`src/rtl/sbus_pkg.sv`:
```
package sbus_pkg;

  typedef enum logic [2:0] {
    ST_IDLE = 3'd0,
    ST_T1   = 3'd1,
    ST_T2   = 3'd2,
    ST_T3   = 3'd3,
    ST_T4   = 3'd4,
    ST_T5   = 3'd5,
    ST_DONE = 3'd6
  } step_e;

  // bus sources (output gates)
  localparam int SRC_IR  = 0;
  localparam int SRC_MBR = 1;
  localparam int SRC_AC  = 2;
  localparam int SRC_Z   = 3;
  localparam int SRC_PC  = 4;
  localparam int NSRC    = 5;

  // load gates
  localparam int LD_MAR = 0;
  localparam int LD_MBR = 1;
  localparam int LD_Y   = 2;
  localparam int LD_Z   = 3;
  localparam int LD_AC  = 4;
  localparam int LD_IR  = 5;
  localparam int LD_PC  = 6;
  localparam int NLD    = 7;

endpackage

```
`src/rtl/sbus_reg.sv`:
```
module sbus_reg #(
  parameter int W = 16
) (
  input  logic         clk,
  input  logic         rst,
  input  logic         ld,
  input  logic [W-1:0] d,
  output logic [W-1:0] q
);
  always_ff @(posedge clk) begin
    if (rst)     q <= '0;
    else if (ld) q <= d;
  end
endmodule

```
`src/rtl/sbus_bus.sv`:
```
module sbus_bus #(
  parameter int W = 16,
  parameter int N = 5
) (
  input  logic [N-1:0]        en,
  input  logic [N-1:0][W-1:0] src,
  output logic [W-1:0]        bus,
  output logic                multi
);
  logic [N-1:0][W-1:0] gated;

  genvar gi;
  generate
    for (gi = 0; gi < N; gi++) begin : g_gate
      assign gated[gi] = src[gi] & {W{en[gi]}};
    end
  endgenerate

  always_comb begin
    bus = '0;
    for (int i = 0; i < N; i++) bus = bus | gated[i];
  end

  assign multi = ($countones(en) > 1);
endmodule

```
`src/rtl/sbus_alu.sv`:
```
module sbus_alu #(
  parameter int W = 16
) (
  input  logic [W-1:0] opa,
  input  logic [W-1:0] opb,
  output logic [W-1:0] sum
);
  assign sum = opa + opb;
endmodule

```
`src/rtl/sbus_step_ctrl.sv`:
```
module sbus_step_ctrl
  import sbus_pkg::*;
(
  input  logic            clk,
  input  logic            rst,
  input  logic            start,
  output step_e           step,
  output logic [NSRC-1:0] drv_en,
  output logic [NLD-1:0]  ld_en,
  output logic            mem_rd,
  output logic            done,
  output logic            busy
);
  step_e step_q;

  always_ff @(posedge clk) begin
    if (rst) step_q <= ST_IDLE;
    else begin
      case (step_q)
        ST_IDLE: if (start) step_q <= ST_T1;
        ST_T1:   step_q <= ST_T2;
        ST_T2:   step_q <= ST_T3;
        ST_T3:   step_q <= ST_T4;
        ST_T4:   step_q <= ST_T5;
        ST_T5:   step_q <= ST_DONE;
        default: step_q <= ST_IDLE;
      endcase
    end
  end

  always_comb begin
    drv_en = '0;
    ld_en  = '0;
    case (step_q)
      ST_IDLE: ld_en[LD_IR] = start;
      ST_T1: begin drv_en[SRC_IR]  = 1'b1; ld_en[LD_MAR] = 1'b1; end
      ST_T2: ld_en[LD_MBR] = 1'b1;
      ST_T3: begin drv_en[SRC_MBR] = 1'b1; ld_en[LD_Y]  = 1'b1; end
      ST_T4: begin drv_en[SRC_AC]  = 1'b1; ld_en[LD_Z]  = 1'b1; end
      ST_T5: begin drv_en[SRC_Z]   = 1'b1; ld_en[LD_AC] = 1'b1; end
      default: ;
    endcase
  end

  assign step   = step_q;
  assign mem_rd = (step_q == ST_T2);
  assign done   = (step_q == ST_DONE);
  assign busy   = (step_q != ST_IDLE);

  AST_ONE_DRIVER: assert property (@(posedge clk) disable iff (rst)
    $onehot0(drv_en));
  AST_T4_ONLY_Z: assert property (@(posedge clk) disable iff (rst)
    (step_q == ST_T4) |-> (ld_en == (NLD'(1) << LD_Z)));
  AST_DONE_PULSE: assert property (@(posedge clk) disable iff (rst)
    done |=> !done);
  AST_BUSY_IGNORES_START: assert property (@(posedge clk) disable iff (rst)
    (busy && !done) |=> busy);
endmodule

```
`src/rtl/sbus_acc_ctrl.sv`:
```
module sbus_acc_ctrl
  import sbus_pkg::*;
#(
  parameter int DATA_W = 16,
  parameter int ADDR_W = 12
) (
  input  logic              clk,
  input  logic              rst,
  input  logic              start,
  input  logic [DATA_W-1:0] instr_in,
  input  logic [DATA_W-1:0] mem_rdata,
  output logic              mem_rd,
  output logic [ADDR_W-1:0] mem_addr,
  output logic              done,
  output logic              busy,
  output logic [DATA_W-1:0] ac_out,
  output logic [ADDR_W-1:0] pc_out,
  output logic              bus_conflict
);
  step_e                   step;
  logic [NSRC-1:0]         drv_en;
  logic [NLD-1:0]          ld_en;
  logic [NSRC-1:0][DATA_W-1:0] src;
  logic [DATA_W-1:0]       bus;
  logic                    multi;
  logic [DATA_W-1:0]       ir_q, mbr_q, ac_q, y_q, z_q, alu_sum, pc_ext;
  logic [ADDR_W-1:0]       mar_q, pc_q;
  logic                    conflict_q;

  sbus_step_ctrl u_ctrl (
    .clk(clk), .rst(rst), .start(start), .step(step),
    .drv_en(drv_en), .ld_en(ld_en), .mem_rd(mem_rd),
    .done(done), .busy(busy)
  );

  sbus_reg #(.W(DATA_W)) u_ir  (.clk(clk), .rst(rst), .ld(ld_en[LD_IR]),
    .d(instr_in), .q(ir_q));
  sbus_reg #(.W(ADDR_W)) u_mar (.clk(clk), .rst(rst), .ld(ld_en[LD_MAR]),
    .d(bus[ADDR_W-1:0]), .q(mar_q));
  sbus_reg #(.W(DATA_W)) u_mbr (.clk(clk), .rst(rst), .ld(ld_en[LD_MBR]),
    .d(mem_rdata), .q(mbr_q));
  sbus_reg #(.W(DATA_W)) u_y   (.clk(clk), .rst(rst), .ld(ld_en[LD_Y]),
    .d(bus), .q(y_q));
  sbus_reg #(.W(DATA_W)) u_z   (.clk(clk), .rst(rst), .ld(ld_en[LD_Z]),
    .d(alu_sum), .q(z_q));
  sbus_reg #(.W(DATA_W)) u_ac  (.clk(clk), .rst(rst), .ld(ld_en[LD_AC]),
    .d(bus), .q(ac_q));
  sbus_reg #(.W(ADDR_W)) u_pc  (.clk(clk), .rst(rst), .ld(ld_en[LD_PC]),
    .d(bus[ADDR_W-1:0]), .q(pc_q));

  always_comb begin
    pc_ext = '0;
    pc_ext[ADDR_W-1:0] = pc_q;
  end

  assign src[SRC_IR]  = ir_q;
  assign src[SRC_MBR] = mbr_q;
  assign src[SRC_AC]  = ac_q;
  assign src[SRC_Z]   = z_q;
  assign src[SRC_PC]  = pc_ext;

  sbus_bus #(.W(DATA_W), .N(NSRC)) u_bus (
    .en(drv_en), .src(src), .bus(bus), .multi(multi)
  );

  sbus_alu #(.W(DATA_W)) u_alu (.opa(y_q), .opb(bus), .sum(alu_sum));

  always_ff @(posedge clk) begin
    if (rst) conflict_q <= 1'b0;
    else     conflict_q <= multi;
  end

  assign mem_addr     = mar_q;
  assign ac_out       = ac_q;
  assign pc_out       = pc_q;
  assign bus_conflict = conflict_q;

  AST_RD_ADDR_FROM_IR: assert property (@(posedge clk) disable iff (rst)
    mem_rd |-> (mem_addr == $past(ir_q[ADDR_W-1:0])));
  AST_AC_FROM_Z: assert property (@(posedge clk) disable iff (rst)
    done |-> (ac_q == $past(z_q)));
  AST_Z_IS_SUM: assert property (@(posedge clk) disable iff (rst)
    (step == ST_T5) |-> (z_q == $past(ac_q) + $past(y_q)));
  AST_NO_CONFLICT: assert property (@(posedge clk) disable iff (rst)
    !bus_conflict);
  AST_PC_STABLE: assert property (@(posedge clk) disable iff (rst)
    $stable(pc_q));
endmodule

```
`config.mk`:
```
export PLATFORM = sky130hd
export DESIGN_NAME = sbus_acc_ctrl
export DESIGN_NICKNAME = d
export VERILOG_FILES = /design/src/rtl/sbus_pkg.sv /design/src/rtl/sbus_reg.sv /design/src/rtl/sbus_bus.sv /design/src/rtl/sbus_alu.sv /design/src/rtl/sbus_step_ctrl.sv /design/src/rtl/sbus_acc_ctrl.sv
export SDC_FILE = /design/constraint.sdc
export NUM_CORES = 1
export LEC_CHECK = 0
export ABC_CLOCK_PERIOD_IN_PS = 2900
export BUFFER_PORTS_ARGS = -buffer_cell sky130_fd_sc_hd__buf_4
export CORE_MARGIN = 8
export CORE_UTILIZATION = 25
export DETAILED_ROUTE_END_ITERATION = 8
export PLACE_DENSITY = 0.51
export SYNTH_ARGS = -nofsm -noshare
export SYNTH_HDL_FRONTEND = slang
export SYNTH_SLANG_ARGS = --single-unit
export TNS_END_PERCENT = 50
```
`constraint.sdc`:
```
create_clock -name clk -period 2.9 [get_ports clk]
set_clock_uncertainty 0.2 [all_clocks]
set_input_delay 0.87 -clock clk [delete_from_list [all_inputs] [get_ports clk]]
set_output_delay 0.87 -clock clk [all_outputs]
set_load 0.005 [all_outputs]
```
After elaboration in Yosys (flattened, before gate mapping)
Cells that the tools add are included.

storage, ports and cells
  register bits after elaboration = 96
  input port bits = 35
  output and inout bits = 44
  word-level logic and storage cells = 37

cells by class
  add/sub/neg operators = 4
  $lt $le $gt $ge = 1
  equality and inequality tests = 7
  multiplexer cells = 8
  bitwise logic cells = 7
  reductions and logical operators = 2

operator list
  operator                                                        number
  AND 16 bit                                                      4
  bitwise OR 16 bit                                               3
  adder 32 bit                                                    1
  greater-than comparator 32 x 2 -> 1 bit, second input constant  1
  case mux 3 bit (6 select lines)                                 1
  adder 16 bit                                                    1
  equality test 3 bit, second input constant                      3
  equality test 3 x 2 -> 1 bit, second input constant             2
  two-way mux 1 bit                                               6
  adder 1 x 1 -> 2 bit                                            2
  equality test 3 x 1 -> 1 bit, second input constant             1
  logical NOT 3 bit                                               1
  two-way mux 3 bit                                               1
  nonzero test 3 bit                                              1
  inequality test 2 bit, second input constant                    1

Longest topological paths before layout
Gate-level depths: netlist of run 1.

  depth after elaboration = 7
  depth in mapped cells = 13
  gate-level depth less buffers = 12

By module
A second synthesis of run 1 with hierarchy kept.

unflattened totals
  cells, all modules = 540
  area total of the unflattened synthesis = 5312.6 sq um

by module, submodules not included
  module                 times used  cells an instance  area each (sq um)  seq. area each (sq um)
  sbus_reg at u_ac ...   5           52                 580.6              320.3
  sbus_reg at u_mar ...  2           38                 420.4              240.2
  sbus_alu               1           107                837.1              0.0
  sbus_bus               1           65                 473.0              0.0
  sbus_step_ctrl         1           29                 221.5              60.1
  sbus_acc_ctrl          1           3                  37.5               20.0

Least setup slack after synthesis of run 1
No wires, ideal clock.

  kind = register to register
  from = register u_ctrl.step_q[2], in the netlist u_ctrl.step[2]
  to = register u_z.q[12]
  setup time = 0.092 ns
  arrival time = 2.732 ns
  required time = 2.608 ns
  setup slack = -0.124 ns
  stages on the path, launching flop included = 13
  path buffers = 1
  clock period less this slack = 3.024 ns
  path through = dfxtp_1 -> buf_4 -> and2b_1 -> a22o_1 -> a21oi_1 -> inv_1 -> ha_1 -> fa_1 -> a21o_2 -> a311oi_2 -> o21ai_1 -> and4_1 -> nor4_1

between the ends
  cells in the longest elaborated chain, start to end = 7
  elaborated cells on any way between the ends = 16
  those cells by class = add/sub (1); eq/ne (4); mux (4); bitwise (7)

RTL lines
  item                                                                                 line                  RTL
  start: declaration                                                                   sbus_step_ctrl.sv:14  step_e step_q;
  start signal: assignment                                                             sbus_step_ctrl.sv:17  if (rst) step_q <= ST_IDLE;
  start signal: assignment                                                             sbus_step_ctrl.sv:20  ST_IDLE: if (start) step_q <= ST_T1;
  start signal: assignment                                                             sbus_step_ctrl.sv:21  ST_T1: step_q <= ST_T2;
  equality test 3 x 1 -> 1 bit / equality test 3 x 2 -> 1 bit (equally long branches)  sbus_step_ctrl.sv:34  case (step_q)
  two-way mux 1 bit                                                                    sbus_step_ctrl.sv:34
  AND 16 bit                                                                           sbus_bus.sv:15        assign gated[gi] = src[gi] & {W{en[gi]}};
  bitwise OR 16 bit (2 in series)                                                      sbus_bus.sv:21        for (int i = 0; i < N; i++) bus = bus | gated[i];
  bitwise OR 16 bit *                                                                  sbus_bus.sv:21
  named net bus[0]                                                                     sbus_acc_ctrl.sv:24   logic [DATA_W-1:0] bus;
  adder 16 bit *                                                                       sbus_alu.sv:8         assign sum = opa + opb;
  end signal: assignment                                                               sbus_reg.sv:11        if (rst) q <= '0;
  end signal: assignment                                                               sbus_reg.sv:12        else if (ld) q <= d;
  end: declaration                                                                     sbus_reg.sv:8         output logic [W-1:0] q

Mark *: on every way through the listed nets, which the timed path passes. The rest lies on a longest branch.
A chain may end at the register's enable or synchronous reset.

Worst setup path after layout of run 1
  from = register u_ctrl.step_q[0], in the netlist u_ctrl.step[0]
  to = register u_z.q[12]

Same word-level chain as after synthesis.

==> reports/results.txt, run 1 <==
EDFF count, synth: 0
RSZ-0062 raised after global routing: true
N_diodes: 0
Leak Pwr: 2.58 nW
Top post-synthesis cells by area: dfxtp_1 40%, nand2_1 9.9%, a21oi_1 7.8%
Synth cell types: 61
Clock Tree Buf Depth: 2
PnR worst setup slack: 54.7 ps
Setup-failing EPs final: 0
Root Buffer: clkbuf_16
Wire per inst: 14.9 µm
Clock latency on the worst-skew pair: 360 ps
Initial antenna violation count: 0
Final Hold Violating Endpoints: 0
Most frequent cells after synthesis: 128 x nand2_1, 96 x dfxtp_1, 75 x a21oi_1
Pre-CTS setup slack: -159 ps
Most numerous cell in the Yosys netlist: nand2_1
GR Util All Layers: 11.9%
Post-Syn Instances: 603
Yosys warnings: 0
Chip width: 155 µm
Crit path time final: 2850 ps
Cells on worst reg2reg path: 12
Worst setup EP type: flop
Synth async-reset ratio: 0%
Internal reg-to-reg setup slack: 50 ps
Area grow syn2layout: 34.7%
Post-route DRC: 0
Via count: 4,289
Worst EP arrival: 2860 ps
Worst-path fanout max: 4
Layout cells sized above 1: 30.0%
Required time of the critical path: 2920 ps
Synth area leader: dfxtp_1
Io pins: 79
Post-placement cell area: 5910 µm²
Site row count: 51
GPL Wtd Cong: 0.811
Final Max Slew Viols: 0
Outcome: completed
Critical Path Source: u_ctrl.step[0]
Num CTS Buffers: 9
Critical Path End: u_z.q[12]
Via density: 4.38
Final ANT Viol Nets: 0
Least-Margin Pin Slew: 723 ps
Core ar.: 19,200 µm²
R2R Path End: u_z.q[12]
Worst hold path class: reg -> reg
Cell area after layout: 6520 µm²
Filler cell count: 2,043
Vias in the first global route: 4,016
Average cell area after synthesis: 8.02 µm²
Sequential share of the synthesized area: 39.7%
Largest net degree at the start of global routing: 62
Peak supply drop: 0.278 mV
Grt ovf: 0
Pwr dens: 468 nW/µm²
Register bit total from synthesis: 96
Synth Flop Type: dfxtp_1
Startpoint Class: flop
Placed wire-length estimate: 10,700 µm
Yosys top cell area share: 39.7%
Nets@finish: 760
Die Height: 155 µm
H-tree depth: 3
Clock sink count: 96
F_max: 0.351 GHz
Worst-path clk slew: 70 ps
Total Wirelength: 14,600 µm
Total die area: 24,000 µm²
Core Util, Final: 33.9%
Port Buffers: 66
Post-Syn Area: 4840 µm²
Initial DRC Count: 207
Hold Crit Start: u_mbr.q[9]
Beginning of the worst register-to-register path: u_ctrl.step[0]
Fin crit share: 98.1%
First-pass GRT wire length: 22,400 µm
Worst relative slew slack: 51.7%
CTS tree: done
Initial Util: 25.2%
Pre-antenna DRT Iters: 4
Max_cap viols: 0
CP Class: reg -> reg
-- per-layer routing --
layer	vias up	track usage, %	routed length, µm
met1	1913	17.5	7790
met5	-	0	0
met3	18	2.55	690
li1	2266	-	-
met4	0	5.27	283
met2	92	16.1	5810
-- metrics by stage --
step                TNS [ps]  std cells  hold WS [ps]  power [mW]
floorplan              -11.6        615           232        1.67
global placement        -106        955           242        1.85
detailed placement      -523        955           247        1.85
CTS                        0        972           256        3.06
global route            -177        979           271        3.19
finish                     0        979           254        3.05
-- layout make-up --
cell class	instances	area, µm²	area share (%)
multi-input cells	437	2770	42.5
flip-flops and latches	96	1930	29.6
repair buffers	149	1140	17.5
well taps	265	332	5.09
clock buffers	11	233	3.57
inverters	16	60.1	0.922
clock inverters	5	57.6	0.883
-- worst min-delay path by stage --
stage / end / slack, ps / depth (start not counted)
after detailed placement: u_mbr.q[6] / 250 / 2
after floorplan: u_z.q[4] / 230 / 2
after CTS: u_mbr.q[14] / 260 / 2
after global placement: u_mbr.q[14] / 240 / 2
final: u_mbr.q[9] / 250 / 2
after global routing: u_mbr.q[7] / 270 / 2
-- power breakdown --
group	internal, mW	switching, mW	total [mW]
Combinational	0.205	0.235	0.440
Sequential	1.37	0.0364	1.41
Clock	0.669	0.530	1.20
Total	2.25	0.802	3.05
-- worst max-delay path: stages, from the launching register on --
cell      delay [ps]
dfxtp_2          360
and2b_2          250
a22oi_2          170
nor2_1            70
a21oi_2          130
inv_2             60
ha_4             160
fa_2             370
a21o_4           230
a311oi_4         310
o21ai_2          140
a211oi_2         190
nor4_1            70
-- kinds of logic (layout without fill, tap and decap cells) --
logic type	after synthesis	in the layout	synth area share [%]
simple gates	211	211	19.0
compound gates	169	169	22.1
flops	96	96	39.7
buf+inv	82	181	9.03
mux	23	23	4.79
fa+ha+maj	16	16	4.29
xor+xnor	5	5	0.906
other cells	1	13	0.0775
-- cell usage in the layout, fill, tap and decap left out, drive strengths merged, types with 2 or more instances in the layout --
cell type	n
a21o	3
nand2	128
inv	16
a22o	3
o211ai	5
mux2i	22
a22oi	7
clkinv	4
clkbuf	11
nor4	2
nor2b	3
conb	13
buf	149
o22ai	3
nand3	5
dfxtp	96
ha	15
o22a	6
a211oi	26
o21ai	21
o2111ai	2
and2b	2
xor2	2
xnor2	3
nor3	7
nand3b	7
nand2b	7
nor2	37
o21a	5
a21oi	76
or3	2
and2	4
and3	2
-- repair_timing --
action,CTS,global route
hold buffers,0,0
pin swaps,3,18
endpoints found under the setup margin,8,9
buffers inserted,1,9
gates resized for setup,18,41
-- flip-flops by register name, indices dropped and copies added (netlist names) --
signal,cells
bus_conflict,1
u_ac.q,16
u_ctrl.step,3
u_ir.q,16
u_mar.q,12
u_mbr.q,16
u_y.q,16
u_z.q,16
Power figures use the tool's default switching activity.
==> run 2, diff against run 1 <==
- BUFFER_PORTS_ARGS: -buffer_cell sky130_fd_sc_hd__buf_4 -> -buffer_cell sky130_fd_sc_hd__buf_2
- CORE_MARGIN: 8 -> 10
- PLACE_DENSITY: 0.51 -> default
==> run 2 against run 1 <==
Net effect: largest cell class unchanged; non-clock buffer count decreased by 20; utilization down 0.83 points; combinational power is 7.0% lower; routed wire length up 0.43%; clock power hardly changed; register-to-register slack barely moved; clock-buffer cell count fell by 1.
==> reports/results.txt, run 2 (synthesis gave the netlist of run 1 again) <==
Outcome: completed
Worst Hold End: u_z.q[4]
Final Max Slew Viols: 0
Chip width: 159 µm
CTS tree: done
Most frequent cells in the layout: 127 x nand2_1, 93 x dfxtp_1, 67 x a21oi_1
Site row count: 50
Clock Tree Buf Depth: 2
Worst setup EP type: flop
Power, Total: 3.03 mW
Grt ovf: 0
Initial Util: 25.6%
GR Util All Layers: 11.3%
Clock sink count: 96
Initial DRC Count: 244
Core ar.: 18,900 µm²
Beginning of the worst register-to-register path: u_ctrl.step[1]
Required time of the critical path: 2960 ps
Via density: 4.60
Clk pwr share: 39.9%
CP Class: reg -> reg
Crit path time final: 2860 ps
Largest net degree at the start of global routing: 40
Least-Margin Pin Slew: 808 ps
WHS Path Cells: 2
Startpoint Class: flop
Leak Pwr: 2.46 nW
Internal reg-to-reg setup slack: 40 ps
Reg power frac: 46.6%
Worst hold path class: reg -> reg
Initial antenna violation count: 0
Via count: 4,386
Pre-CTS setup slack: -125 ps
Total Wirelength: 14,600 µm
Switching share of total power: 26.2%
R2R Path End: u_z.q[12]
P_sw: 0.795 mW
Worst EP arrival: 2920 ps
Final Hold Violating Endpoints: 0
PnR worst setup slack: 42.5 ps
Nets@finish: 740
Cells on worst reg2reg path: 11
Die Height: 159 µm
Hold Crit Start: u_z.q[4]
Pre-antenna DRT Iters: 5
Commonest non-fill, non-tap cell in the layout: nand2_1
F_max: 0.350 GHz
N_diodes: 0
Core Util, Final: 33.1%
Num CTS Buffers: 9
First-pass GRT wire length: 23,200 µm
Pwr dens: 485 nW/µm²
Area grow syn2layout: 29.3%
Internal Power: 2.24 mW
Combinational share of power: 13.5%
Placed wire-length estimate: 11,100 µm
Peak supply drop: 0.296 mV
H-tree depth: 3
Post-placement cell area: 5600 µm²
Setup-failing EPs final: 0
Io pins: 79
RSZ-0062 raised after global routing: true
Post-route DRC: 0
Fin crit share: 98.5%
Root Buffer: clkbuf_16
Wire per inst: 15.4 µm
Cell area after layout: 6250 µm²
Worst-path fanout max: 6
Vias in the first global route: 4,242
Layout cells sized above 1: 29.6%
Worst relative slew slack: 46.1%
Final ANT Viol Nets: 0
Clock latency on the worst-skew pair: 350 ps
Port Buffers: 66
Worst-path clk slew: 70 ps
Total die area: 25,300 µm²
GPL Wtd Cong: 0.906
Max_cap viols: 0
-- run 2: cell count changes in the layout (fill, tap and decap cells not counted), moves of 3 or more --
| cell | change |
|---|---|
| buf_2 | +66 |
| mux2i_2 | +3 |
| mux2i_1 | -4 |
| buf_4 | -86 |
-- run 2: critical path, stage by stage (launching register included) --
cell and delay [ps]:
dfxtp_4 380, and2b_1 190, a22o_1 230, a21oi_2 170, inv_2 60, ha_4 160, fa_2 360, a21o_4 230
a311oi_4 280, o21ai_2 120, and4_1 210, nor4_2 160
-- run 2: routing by layer --
| metal | track usage [%] | up-vias | share of wire, % |
|---|---|---|---|
| li1 | - | 2226 | - |
| met1 | 15.0 | 2014 | 47 |
| met2 | 17.5 | 133 | 46 |
| met3 | 2.71 | 13 | 4.9 |
| met4 | 3.66 | 0 | 1.5 |
| met5 | 0 | - | 0 |
-- run 2: power groups by stage --
stage	registers, mW	clock network (mW)	logic (mW)
floorplan	1.43	0	0.239
global placement	1.44	0	0.378
detailed placement	1.44	0	0.380
CTS	1.41	1.24	0.387
global route	1.42	1.29	0.454
finish	1.41	1.21	0.409
-- run 2: layout make-up --
class	count	area, µm²
Fill cell	2082	12600
Multi-Input combinational cell	437	2820
Sequential cell	96	1930
Timing Repair Buffer	129	815
Tap cell	260	325
Clock buffer	10	239
Inverter	16	60.1
Clock inverter	5	56.3
-- run 2: through the flow --
| stage | hold slack [ps] | setup TNS, ps | cells |
|---|---|---|---|
| final | 251 | 0 | 953 |
| after global routing | 283 | -232 | 953 |
| after CTS | 254 | -42.8 | 948 |
| after detailed placement | 244 | -541 | 933 |
| after global placement | 241 | -157 | 933 |
| after floorplan | 232 | -11.6 | 615 |
-- run 2: worst max path at each step --
stage,startpoint,endpoint,cells past startpoint
6_report,u_ctrl.step[1],u_z.q[12],11
5_1_grt,u_ctrl.step[0],u_z.q[12],12
4_1_cts,u_ctrl.step[1],u_z.q[14],11
3_5_place_dp,u_ctrl.step[1],u_z.q[13],11
3_3_place_gp,u_ctrl.step[0],u_z.q[15],12
2_1_floorplan,u_ctrl.step[2],u_z.q[13],11
-- run 2: what timing repair did --
item                       4_1_cts  5_1_grt
hold buffers                     0        0
buffers inserted                 0        6
resized for setup               18       55
pin swaps                        4       19
setup endpoints to repair        8       10
